`src/rtl/byte_dma_engine.sv`:
```
module byte_dma_engine #(
  parameter int AW = 16,
  parameter int CW = 16,
  parameter int DW = 8
) (
  input  logic          clk,
  input  logic          rst,
  input  logic          cfg_go,
  input  logic          cfg_steal,
  input  logic [AW-1:0] cfg_addr,
  input  logic [CW-1:0] cfg_count,
  output logic          br,
  input  logic          bg,
  output logic          done,
  input  logic          dev_valid,
  input  logic [DW-1:0] dev_data,
  output logic          dev_ready,
  output logic          mem_we,
  output logic [AW-1:0] mem_addr,
  output logic [DW-1:0] mem_wdata
);
  typedef enum logic [2:0] {S_IDLE, S_ARM, S_REQ, S_OWN, S_REL} st_t;

  st_t           st;
  logic [AW-1:0] addr;
  logic [CW-1:0] cnt, acc_left;
  logic          steal_m, buf_full;
  logic [DW-1:0] buf_data;

  assign br        = (st == S_REQ) || (st == S_OWN);
  assign dev_ready = steal_m ? (st != S_IDLE && !buf_full && acc_left != '0)
                             : (st == S_OWN);
  assign mem_we    = (st == S_OWN) && (steal_m ? buf_full : dev_valid);
  assign mem_addr  = addr;
  assign mem_wdata = steal_m ? buf_data : dev_data;

  wire take = dev_valid && dev_ready;
  wire last = mem_we && cnt == CW'(1);

  always_ff @(posedge clk) begin
    if (rst) begin
      st       <= S_IDLE;
      addr     <= '0;
      cnt      <= '0;
      acc_left <= '0;
      steal_m  <= 1'b0;
      buf_full <= 1'b0;
      buf_data <= '0;
      done     <= 1'b0;
    end else begin
      done <= last;
      if (steal_m && take) begin
        buf_full <= 1'b1;
        buf_data <= dev_data;
        acc_left <= acc_left - CW'(1);
      end
      if (mem_we) begin
        addr <= addr + AW'(1);
        cnt  <= cnt - CW'(1);
        if (steal_m) buf_full <= 1'b0;
      end
      case (st)
        S_IDLE:
          if (cfg_go) begin
            if (cfg_count == '0) done <= 1'b1;
            else begin
              addr     <= cfg_addr;
              cnt      <= cfg_count;
              acc_left <= cfg_count;
              steal_m  <= cfg_steal;
              buf_full <= 1'b0;
              st       <= S_ARM;
            end
          end
        S_ARM: if (!bg && (!steal_m || buf_full)) st <= S_REQ;
        S_REQ: if (bg) st <= S_OWN;
        S_OWN: if (mem_we && (steal_m || last)) st <= S_REL;
        S_REL: if (!bg) st <= (cnt == '0) ? S_IDLE : S_ARM;
        default: st <= S_IDLE;
      endcase
    end
  end

  a_r1_write_granted: assert property (@(posedge clk) disable iff (rst)
    mem_we |-> (bg && br));

  a_r2_burst_hold: assert property (@(posedge clk) disable iff (rst)
    (!steal_m && $fell(br)) |-> cnt == '0);

  a_r3_one_per_grant: assert property (@(posedge clk) disable iff (rst)
    (steal_m && mem_we) |=> !br);

  a_r5_addr_step: assert property (@(posedge clk) disable iff (rst)
    mem_we |=> mem_addr == $past(mem_addr) + AW'(1));

  a_r7_done_single: assert property (@(posedge clk) disable iff (rst)
    done |=> !done);

  a_r8_zero_count: assert property (@(posedge clk) disable iff (rst)
    (cfg_go && st == S_IDLE && cfg_count == '0) |=> (done && !br));

  a_r10_no_rearm: assert property (@(posedge clk) disable iff (rst)
    (!br && bg) |=> !br);
endmodule

```
`config.mk`:
```
export PLATFORM = sky130hd
export DESIGN_NAME = byte_dma_engine
export DESIGN_NICKNAME = d
export VERILOG_FILES = /design/src/rtl/byte_dma_engine.sv
export SDC_FILE = /design/constraint.sdc
export NUM_CORES = 1
export LEC_CHECK = 0
export BUFFER_PORTS_ARGS = -buffer_cell sky130_fd_sc_hd__buf_4
export CAP_MARGIN = 30
export CORE_MARGIN = 4
export CORE_UTILIZATION = 50
export DETAILED_ROUTE_END_ITERATION = 8
export GPL_TIMING_DRIVEN = 0
export PLACE_DENSITY_LB_ADDON = 0.1
export SLEW_MARGIN = 20
export SYNTH_ARGS = -nofsm -noshare
export SYNTH_HDL_FRONTEND = slang
export SYNTH_SLANG_ARGS = --single-unit
```
`constraint.sdc`:
```
create_clock -name clk -period 2.25 [get_ports clk]
set_input_delay 0.1125 -clock clk [delete_from_list [all_inputs] [get_ports clk]]
set_output_delay 0.1125 -clock clk [all_outputs]
set_load 0.05 [all_outputs]
```
==> flow_metrics.env, run 1 <==
export IMPL_postSynthNetCount=447
export IMPL_grt_max_degree=11
export IMPL_ys_ff_latch=62
export IMPL_io_pins=74
export IMPL_power_share_sequential_pct=40.6
export IMPL_timing_critical_path_required_ns=2.14
export IMPL_post_synthesis_cell_area_mm2=0.00337
export IMPL_cts_buffers=9
export IMPL_sw_frac_of_total_pct=34.4
export IMPL_viasPerCell=5.65
export IMPL_critical_path_cell_list="nor4_4, nand4b_1, clkbuf_8, o21ai_1, a21oi_1, a31o_2, buf_4"
export IMPL_max_cap_violations=0
export IMPL_peakVddDrop_mv=0.411
export IMPL_tns_setup_ns=0
export IMPL_synth_warnings=0
export IMPL_die_width_um=90.1
export IMPL_cts_reportedPaths_clkPinSlew_ns=0.07
export IMPL_yosysTopAreaCell="dfxtp_1"
export IMPL_synth_lib_cells_used_distinct=51
export IMPL_die_height_um=90.1
export IMPL_final_setup_skew_ns=0.00597
export IMPL_part_of_the_total_power_dissipated_in_the_clock_network_pct=31.0
export IMPL_synth_compound_area_share_pct=18.5
export IMPL_final_antenna_net_count=0
export IMPL_leakage_nw=1.62
export IMPL_layout_cells_non_filler=564
export IMPL_critPathKind="flop to primary output"
export IMPL_yosys_area_share_simple_pct=25.4
export IMPL_finish_net_count=532
export IMPL_timing_hold_worst_endpoint="steal_m$_SDFFE_PP0P_"
export IMPL_routed_via_count=3186
export IMPL_floorplan_core_area_mm2=0.00646
export IMPL_synth_top_family_by_area="simple AND/OR/NAND/NOR gates"
export IMPL_layout_worst_path_cycle_share_pct=95.7
export IMPL_tritoncts_clock_tree="yes"
export IMPL_final_layout_size_suffix_gt1_share_pct=26.3
export IMPL_power_per_cell_area_mw_per_mm2=763
export IMPL_achievable_frequency_mhz=464
export IMPL_place_detailed_instances=547
export IMPL_cts_sink_count=62
export IMPL_p_int_mw=2.14
export IMPL_critical_path_reg2reg_endpoint="st[0]$_SDFFE_PP0P_"
export IMPL_detailedRoute_firstIterationViolations=141
export IMPL_end_kind="primary output"
export IMPL_syn_instance_count=397
export IMPL_post_synth_edffs=0
export IMPL_seq_area_frac_synth_pct=36.8
export IMPL_worst_setup_path_start_kind="flop"
export IMPL_clockBufferDepth=2
export IMPL_post_synth_main_area_contributors="dfxtp_1 (37%), a21oi_1 (6.1%), xor2_1 (5.7%), xnor2_1 (4.4%), nor2_1 (3.9%)"
export IMPL_floorplan_initialDensity_pct=52.2
export IMPL_timing_hold_worst_class="input port to flop"
export IMPL_floorplan_rows=29
export IMPL_worst_endpoint_arrival_ns=2.04
export IMPL_design_die_area_mm2=0.00812
export IMPL_drt_first_pass_iters=4
export IMPL_grt_overflow_total=0
export IMPL_post_synth_fa_ha_maj_area_fraction_pct=1.48
export IMPL_insertion_delay_ns=0.34
export IMPL_area_growth_synth_to_final_pct=26.7
export IMPL_dpl_hpwl_mm=6.57
export IMPL_min_path_cells=3
export IMPL_worst_pin_slew_ns=0.654
export IMPL_cts_htree_levels=3
export IMPL_number_of_antenna_violations_at_the_first_check_in_global_routing=0
export IMPL_slew_limit_headroom_pct=56.1
export IMPL_cell_at_the_root_of_the_clock_tree="clkbuf_8"
export IMPL_report_final_hold_viol_count=0
export IMPL_post_route_min_period_ns=2.15
export IMPL_worst_r2r_cell_count=5
export IMPL_fillCellCount=558
export IMPL_rsz0062_at_grt="false"
export IMPL_path_max_fanout=6
export IMPL_fin_total_pwr_mw=3.26
export IMPL_count_of_port_buffers_added_during_placement=72
export IMPL_n_antenna_cell=0
export IMPL_final_max_slew_violation_count=0
export IMPL_holdBufCountCts=0
export IMPL_p_switching_mw=1.12
export IMPL_muxShareOfSynthArea_pct=3.41
export IMPL_hold_path_startpoint="cfg_steal"
export IMPL_outcome="finished, final reports clean"
export IMPL_grt_pass1_vias=3183
export IMPL_r2r_setup_slack_ns=0.16
export IMPL_drc=0
export IMPL_pwr_share_comb_pct=28.4
export IMPL_first_pass_grt_wire_length_mm=14.9
export IMPL_setup_viol=0
export IMPL_ys_dominant_reg_cell="dfxtp_1"
export IMPL_worstReg2RegStart="cnt[4]$_SDFF_PP0_"
export IMPL_place_gp_congestion=0.852
export IMPL_postSynth_asyncResetShare_pct=0
export IMPL_worst_path_largest_cell_delay_ns=0.37
export IMPL_detail_route_wl_per_cell_um=15.4
export IMPL_synth_avg_cell_area_um2=8.49
export IMPL_synth_xor_xnor_area_share_pct=10.1
export IMPL_grt_use_total_pct=22.0
export IMPL_yosys_area_top_type_share_pct=36.8
export IMPL_timing_critical_path_slowest_stage_cell="nor4_4"
export IMPL_postRouteWirelength_mm=8.71
## logic make-up after synthesis
family,count (synthesis)
XOR/XNOR,39
adder cells (fa/ha/maj),4
multiplexers,10
buffers and inverters,36
AO/OA/AOI/OAI,97
AND/OR/NAND/NOR,149
flip-flops,62
## synth_stat cells, types with 2 or more instances
cell type	number
a211oi_1	15
a211oi_2	2
a21oi_1	41
a311oi_1	4
a31o_2	2
and3_1	3
and4_1	2
buf_2	3
clkbuf_1	18
dfxtp_1	62
ha_1	4
inv_1	12
mux2_2	9
nand2_1	32
nand3_1	14
nand3b_1	6
nand4b_1	5
nor2_1	35
nor2b_1	5
nor3_1	13
nor3_2	2
nor4_1	12
nor4_4	3
o211ai_1	3
o21a_1	2
o21ai_0	7
o21bai_1	15
or3_1	2
or4_1	5
xnor2_1	17
xor2_1	22
## state kept, by name, summed over array words and instances, names as in the netlist
name	cells
acc_left	16
cnt	16
mem_addr	16
buf_data	8
st	3
buf_full	1
done	1
steal_m	1
## power groups by stage
stage                     Sequential (mW)  Combinational (mW)  Clock [mW]
after floorplan                      1.44               0.517           0
after global placement               1.33               0.884           0
after detailed placement             1.34               0.893           0
after CTS                            1.32               0.914        1.02
after global routing                 1.34                1.01        1.06
final                                1.32               0.925        1.01
## cell type report
cell class	instances	area, µm²	share of cell area, %
Sequential cell	62	1240	29.0
Clock inverter	4	45.0	1.05
Tap cell	77	96.3	2.25
Clock buffer	12	155	3.63
Timing Repair Buffer	75	559	13.1
Inverter	12	45.0	1.05
Buffer	23	110	2.58
Multi-Input combinational cell	299	2020	47.3
## worst max-delay path: cells and delay by family (launching register included)
family / cells / cell delay (ns)
AO/OA/AOI/OAI: 3 / 0.40
flip-flops: 1 / 0.36
AND/OR/NAND/NOR: 2 / 0.56
buffers and inverters: 2 / 0.37
## worst max-delay path by stage
| stage | start | to | slack (ns) |
|---|---|---|---|
| floorplan | mem_addr[0]$_SDFF_PP0_ | mem_addr[10]$_SDFF_PP0_ | 0.06 |
| global placement | cfg_count[8] | acc_left[6]$_SDFF_PP0_ | 0.006 |
| detailed placement | acc_left[7]$_SDFF_PP0_ | dev_ready | -0.03 |
| CTS | acc_left[0]$_SDFF_PP0_ | dev_ready | 0.01 |
| global route | acc_left[0]$_SDFF_PP0_ | dev_ready | 0.003 |
| finish | acc_left[7]$_SDFF_PP0_ | dev_ready | 0.1 |
## placed cells by master (no fill, tap or decap), types with 2 or more instances in the layout
master    Yosys  final
a21oi_1      41     41
o21ai_1       1      2
or4_1         5      5
and4_1        2      2
xor2_1       22     22
nand3_1      14     14
xnor2_1      17     17
or3_1         2      2
a311oi_1      4      4
buf_2         3      4
a211oi_2      2      2
dfxtp_1      62     62
nand3b_1      6      6
clkbuf_2      1      4
nand4b_1      5      5
nor4_4        3      4
nor4b_2       1      2
nor2_1       35     35
nor3_1       13     13
inv_1        12     11
ha_1          4      3
nor2b_1       5      5
and3_1        3      3
clkinv_2      0      3
nor4_1       12     11
nand2_1      32     32
mux2_2        9      9
o21bai_1     15     15
clkbuf_1     18     14
a211oi_1     15     15
clkbuf_8      0     12
buf_4         1     75
o21a_1        2      2
a31o_2        2      2
o21ai_0       7      6
nor3_2        2      2
o211ai_1      3      3
## stage by stage
stage                     utilization [%]  hold WS (ns)  area [µm²]  setup slack [ns]
final                                66.2        0.0213        4270            0.0970
after global placement               62.1         0.370        4010           0.00561
after CTS                            65.9        0.0155        4250            0.0101
after detailed placement             62.1         0.376        4010           -0.0348
after global routing                 66.2        0.0184        4270           0.00292
after floorplan                         -         0.248        3370            0.0624
## repair_timing
action / CTS / global route
endpoints found under the setup margin: 1 / 24
hold endpoints to repair: 0 / 0
pin swaps: 1 / 2
resized for setup: 7 / 11
setup buffers: 1 / 1
## per-layer routing
metal	global-route usage [%]	wire, µm	vias to the layer above	part of all wire [%]
met3	4.17	469	9	5.4
met5	0	0	-	0
met2	37.0	4200	88	48
met1	27.9	3940	1491	45
met4	8.42	99	0	1.1
li1	-	-	1598	-
No activity file was read; power rests on OpenSTA's default activity.
==> inputs of run 2 (changes only) <==
--- a/config.mk
+++ b/config.mk
@@ -8,7 +8,7 @@
 export BUFFER_PORTS_ARGS = -buffer_cell sky130_fd_sc_hd__buf_4
 export CAP_MARGIN = 30
 export CORE_MARGIN = 4
-export CORE_UTILIZATION = 50
+export CORE_UTILIZATION = 45
 export DETAILED_ROUTE_END_ITERATION = 8
 export GPL_TIMING_DRIVEN = 0
 export PLACE_DENSITY_LB_ADDON = 0.1
@@ -16,3 +16,4 @@
 export SYNTH_ARGS = -nofsm -noshare
 export SYNTH_HDL_FRONTEND = slang
 export SYNTH_SLANG_ARGS = --single-unit
+export TNS_END_PERCENT = 1
==> flow_metrics.env, run 2 (synthesis gave the netlist of run 1 again) <==
export IMPL_die_width_um=94.6
export IMPL_placedInstanceArea_mm2=0.00404
export IMPL_floorplan_initialDensity_pct=46.5
export IMPL_layout_cells_non_filler=586
export IMPL_dpl_hpwl_mm=6.79
export IMPL_final_hold_worst_slack_ns=0.0282
export IMPL_post_route_min_period_ns=2.13
export IMPL_multi_input_area_mm2=0.00203
export IMPL_detailedRoute_firstIterationViolations=108
export IMPL_fin_total_pwr_mw=3.37
export IMPL_design_die_area_mm2=0.00894
export IMPL_tritoncts_clock_tree="yes"
export IMPL_cts_sink_count=62
export IMPL_storage_element_area_mm2=0.00124
export IMPL_dp_worst_slack_ns=-0.0796
export IMPL_cts_buffers=9
export IMPL_grt_max_degree=11
export IMPL_die_height_um=94.6
export IMPL_max_cap_violations=0
export IMPL_worst_setup_path_start_kind="flop"
export IMPL_clockBufferDepth=2
export IMPL_end_kind="primary output"
export IMPL_fillCellCount=665
export IMPL_mostFrequentLayoutCells="buf_4 (75), dfxtp_1 (62), a21oi_1 (41)"
export IMPL_layout_worst_path_cycle_share_pct=94.7
export IMPL_grt_overflow_total=0
export IMPL_path_max_fanout=7
export IMPL_drc=0
export IMPL_report_final_hold_viol_count=0
export IMPL_finish_net_count=533
export IMPL_cts_htree_levels=3
export IMPL_worst_endpoint_arrival_ns=2.02
export IMPL_floorplan_rows=31
export IMPL_outcome="finished, final reports clean"
export IMPL_viasPerCell=5.36
export IMPL_first_pass_grt_wire_length_mm=14.5
export IMPL_final_antenna_net_count=0
export IMPL_cell_at_the_root_of_the_clock_tree="clkbuf_8"
export IMPL_timing_hold_worst_endpoint="steal_m$_SDFFE_PP0P_"
export IMPL_grt_use_total_pct=20.6
export IMPL_setup_slack_ns=0.118
export IMPL_rsz0062_at_grt="false"
export IMPL_slew_limit_headroom_pct=55.6
export IMPL_timing_hold_worst_class="input port to flop"
export IMPL_layout_cells_most_common="buf_4"
export IMPL_place_gp_congestion=0.845
export IMPL_critical_path_reg2reg_endpoint="acc_left[14]$_SDFF_PP0_"
export IMPL_finalCoreUtilization_pct=59.8
export IMPL_postRouteWirelength_mm=8.85
export IMPL_finish_instance_area_mm2=0.00434
export IMPL_r2r_setup_slack_ns=0.14
export IMPL_number_of_antenna_violations_at_the_first_check_in_global_routing=0
export IMPL_power_per_cell_area_mw_per_mm2=776
export IMPL_tns_setup_ns=0
export IMPL_drt_first_pass_iters=4
export IMPL_critical_path_cell_list="or4_1, buf_2, o21ai_2, a21oi_1, a31o_2, buf_4"
export IMPL_final_setup_skew_ns=0.00683
export IMPL_place_detailed_instances=569
export IMPL_critPathKind="flop to primary output"
export IMPL_worst_r2r_cell_count=6
export IMPL_final_layout_size_suffix_gt1_share_pct=26.7
export IMPL_peakVddDrop_mv=0.386
export IMPL_min_path_cells=3
export IMPL_floorplan_core_area_mm2=0.00725
export IMPL_setup_viol=0
export IMPL_count_of_port_buffers_added_during_placement=72
export IMPL_n_antenna_cell=0
export IMPL_detail_route_wl_per_cell_um=15.1
export IMPL_achievable_frequency_mhz=469
export IMPL_io_pins=74
export IMPL_routed_via_count=3142
export IMPL_grt_pass1_vias=3122
export IMPL_timing_critical_path_slowest_stage_cell="or4_1"
export IMPL_leakage_nw=1.64
export IMPL_insertion_delay_ns=0.34
export IMPL_worst_pin_slew_ns=0.666
export IMPL_hold_path_startpoint="cfg_steal"
export IMPL_timing_critical_path_required_ns=2.14
export IMPL_area_growth_synth_to_final_pct=28.7
export IMPL_cts_reportedPaths_clkPinSlew_ns=0.07
export IMPL_final_max_slew_violation_count=0
export IMPL_worstReg2RegStart="acc_left[3]$_SDFF_PP0_"
export IMPL_worst_path_largest_cell_delay_ns=0.53
==> run 2: repair_timing <==
action                     CTS  global route
gates resized for setup      8            12
buffers inserted             1             1
pin swaps                    1             3
hold buffers                 0             0
setup endpoints to repair    2            34
==> run 2: final cells by class <==
cell class | instances | share of cell area, %
clock inverters | 4 | 1.61
plain buffers | 24 | 2.62
repair buffers | 75 | 12.9
well taps | 99 | 2.85
inverters | 12 | 1.04
flip-flops and latches | 62 | 28.6
clock buffers | 11 | 3.49
multi-input cells | 299 | 46.9
==> run 2: worst max-delay path by stage <==
stage,cells after the start,start,slack [ns],to
detailed placement,7,acc_left[7]$_SDFF_PP0_,-0.08,dev_ready
finish,6,acc_left[3]$_SDFF_PP0_,0.12,dev_ready
global placement,7,cfg_count[8],-0.01,acc_left[6]$_SDFF_PP0_
CTS,9,acc_left[0]$_SDFF_PP0_,0.02,dev_ready
floorplan,6,mem_addr[0]$_SDFF_PP0_,0.06,mem_addr[10]$_SDFF_PP0_
global route,7,acc_left[8]$_SDFF_PP0_,0.004,dev_ready
==> run 2: power by group <==
group	total, mW	internal (mW)	switching, mW	leakage, nW
clock network	1.11	0.675	0.434	0.115
logic	0.934	0.365	0.569	1.02
registers	1.32	1.21	0.114	0.511
total	3.37	2.25	1.12	1.64
==> run 2: worst max-delay path: cells and delay by family (launching register included) <==
| kind | cells | cell delay, ns |
|---|---|---|
| buffers and inverters | 2 | 0.38 |
| AO/OA/AOI/OAI | 3 | 0.42 |
| AND/OR/NAND/NOR | 1 | 0.53 |
| flip-flops | 1 | 0.35 |
==> run 2: layer usage <==
layer,up-vias,share of wire (%),GRT usage (%)
met5,-,0,0
met4,0,1.8,8.89
met3,14,5.0,4.22
met2,67,48,34.7
met1,1460,45,25.4
li1,1601,-,-
==> inputs of run 3 (changes only) <==
--- a/config.mk
+++ b/config.mk
@@ -12,6 +12,7 @@
 export DETAILED_ROUTE_END_ITERATION = 8
 export GPL_TIMING_DRIVEN = 0
 export PLACE_DENSITY_LB_ADDON = 0.1
+export RECOVER_POWER = 25
 export SLEW_MARGIN = 20
 export SYNTH_ARGS = -nofsm -noshare
 export SYNTH_HDL_FRONTEND = slang
==> flow_metrics.env, run 3 (synthesis gave the netlist of run 1 again) <==
export IMPL_postRouteWirelength_mm=8.90
export IMPL_grt_overflow_total=0
export IMPL_dpl_hpwl_mm=6.79
export IMPL_timing_critical_path_slowest_stage_cell="or4_1"
export IMPL_worst_endpoint_arrival_ns=2.03
export IMPL_floorplan_initialDensity_pct=46.5
export IMPL_slew_limit_headroom_pct=55.7
export IMPL_achievable_frequency_mhz=467
export IMPL_detail_route_wl_per_cell_um=15.2
export IMPL_holdBufCountCts=0
export IMPL_n_antenna_cell=0
export IMPL_final_setup_skew_ns=0.00682
export IMPL_worst_pin_slew_ns=0.665
export IMPL_setup_viol=0
export IMPL_cts_htree_levels=3
export IMPL_setup_slack_ns=0.107
export IMPL_worst_path_largest_cell_delay_ns=0.53
export IMPL_worst_setup_path_start_kind="flop"
export IMPL_area_growth_synth_to_final_pct=26.6
export IMPL_floorplan_rows=31
export IMPL_final_layout_size_suffix_gt1_share_pct=23.0
export IMPL_grt_use_total_pct=20.6
export IMPL_cpLargestDelayFamily="simple AND/OR/NAND/NOR gates"
export IMPL_path_max_fanout=7
export IMPL_critical_path_cell_list="or4_1, buf_2, o21ai_2, a21oi_1, a31o_2, buf_4"
export IMPL_layout_cells_most_common="dfxtp_1"
export IMPL_cell_at_the_root_of_the_clock_tree="clkbuf_8"
export IMPL_dp_worst_slack_ns=-0.0796
export IMPL_die_width_um=94.6
export IMPL_detailedRoute_firstIterationViolations=117
export IMPL_power_per_cell_area_mw_per_mm2=781
export IMPL_timing_hold_worst_class="input port to flop"
export IMPL_design_die_area_mm2=0.00894
export IMPL_report_final_hold_viol_count=0
export IMPL_max_cap_violations=0
export IMPL_number_of_antenna_violations_at_the_first_check_in_global_routing=0
export IMPL_cts_buffers=9
export IMPL_cts_reportedPaths_clkPinSlew_ns=0.07
export IMPL_cp_buffers_inverters=2
export IMPL_end_kind="primary output"
export IMPL_floorplan_core_area_mm2=0.00725
export IMPL_fin_total_pwr_mw=3.34
export IMPL_routed_via_count=3139
export IMPL_peakVddDrop_mv=0.385
export IMPL_clockBufferDepth=2
export IMPL_count_of_port_buffers_added_during_placement=72
export IMPL_grt_pass1_vias=3122
export IMPL_final_max_slew_violation_count=0
export IMPL_cts_sink_count=62
export IMPL_viasPerCell=5.36
export IMPL_critPathKind="flop to primary output"
export IMPL_post_route_min_period_ns=2.14
export IMPL_tritoncts_clock_tree="yes"
export IMPL_place_gp_congestion=0.845
export IMPL_first_pass_grt_wire_length_mm=14.5
export IMPL_layout_worst_path_cycle_share_pct=95.2
export IMPL_finish_net_count=533
export IMPL_die_height_um=94.6
export IMPL_final_antenna_net_count=0
export IMPL_insertion_delay_ns=0.34
export IMPL_fillCellCount=688
export IMPL_outcome="finished, final reports clean"
export IMPL_mostFrequentLayoutCells="dfxtp_1 (62), buf_4 (56), a21oi_1 (41)"
export IMPL_finalCoreUtilization_pct=58.9
export IMPL_drc=0
export IMPL_leakage_nw=1.57
export IMPL_grt_max_degree=11
export IMPL_drt_first_pass_iters=4
export IMPL_timing_critical_path_required_ns=2.14
export IMPL_io_pins=74
export IMPL_rsz0062_at_grt="false"
==> run 3: worst paths after layout <==
check / startpoint / end / slack (ns) / cells after the start
worst min-delay path: cfg_steal / steal_m$_SDFFE_PP0P_ / 0.03 / 3
worst max register to register: acc_left[3]$_SDFF_PP0_ / acc_left[14]$_SDFF_PP0_ / 0.14 / 6
worst max-delay path: acc_left[3]$_SDFF_PP0_ / dev_ready / 0.11 / 6
worst min register to register: buf_data[6]$_SDFFE_PP0N_ / buf_data[6]$_SDFFE_PP0N_ / 0.46 / 2
==> run 3: metal layers <==
| layer | GRT usage, % | part of all wire [%] |
|---|---|---|
| met4 | 8.89 | 1.8 |
| met2 | 34.7 | 48 |
| met1 | 25.4 | 45 |
| met5 | 0 | 0 |
| met3 | 4.22 | 5.0 |
==> run 3: power by group <==
group / internal (mW) / switching (mW)
Sequential: 1.21 / 0.113
Clock: 0.675 / 0.434
Combinational: 0.333 / 0.570
Total: 2.22 / 1.12
==> run 3: worst register-to-register path, stage by stage, from the launching register on <==
cell     delay [ns]
dfxtp_1        0.35
or4_1          0.53
buf_2          0.20
nor4_4         0.42
nor3b_2        0.26
xnor2_1        0.14
a21oi_1        0.09
==> run 3: per-stage QoR <==
step,hold WS (ns),TNS (ns),area (µm²),instances
CTS,0.0127,0,4300,585
global route,0.0194,0,4270,586
floorplan,0.248,0,3370,397
global placement,0.370,-0.0284,4040,568
detailed placement,0.379,-0.204,4040,569
finish,0.0270,0,4270,586
==> run 3: area by class of cell <==
cell class / instances / area (µm²) / area share (%)
multi-input cells: 299 / 2030 / 47.6
flip-flops and latches: 62 / 1240 / 29.1
repair buffers: 75 / 490 / 11.5
clock buffers: 11 / 151 / 3.55
well taps: 99 / 124 / 2.90
plain buffers: 24 / 114 / 2.67
clock inverters: 4 / 70.1 / 1.64
inverters: 12 / 45.0 / 1.06
==> run 3: timing repair <==
action | CTS | global route
endpoints found under the setup margin | 2 | 34
gates resized for setup | 8 | 12
setup buffers | 1 | 1
pin swaps | 1 | 3
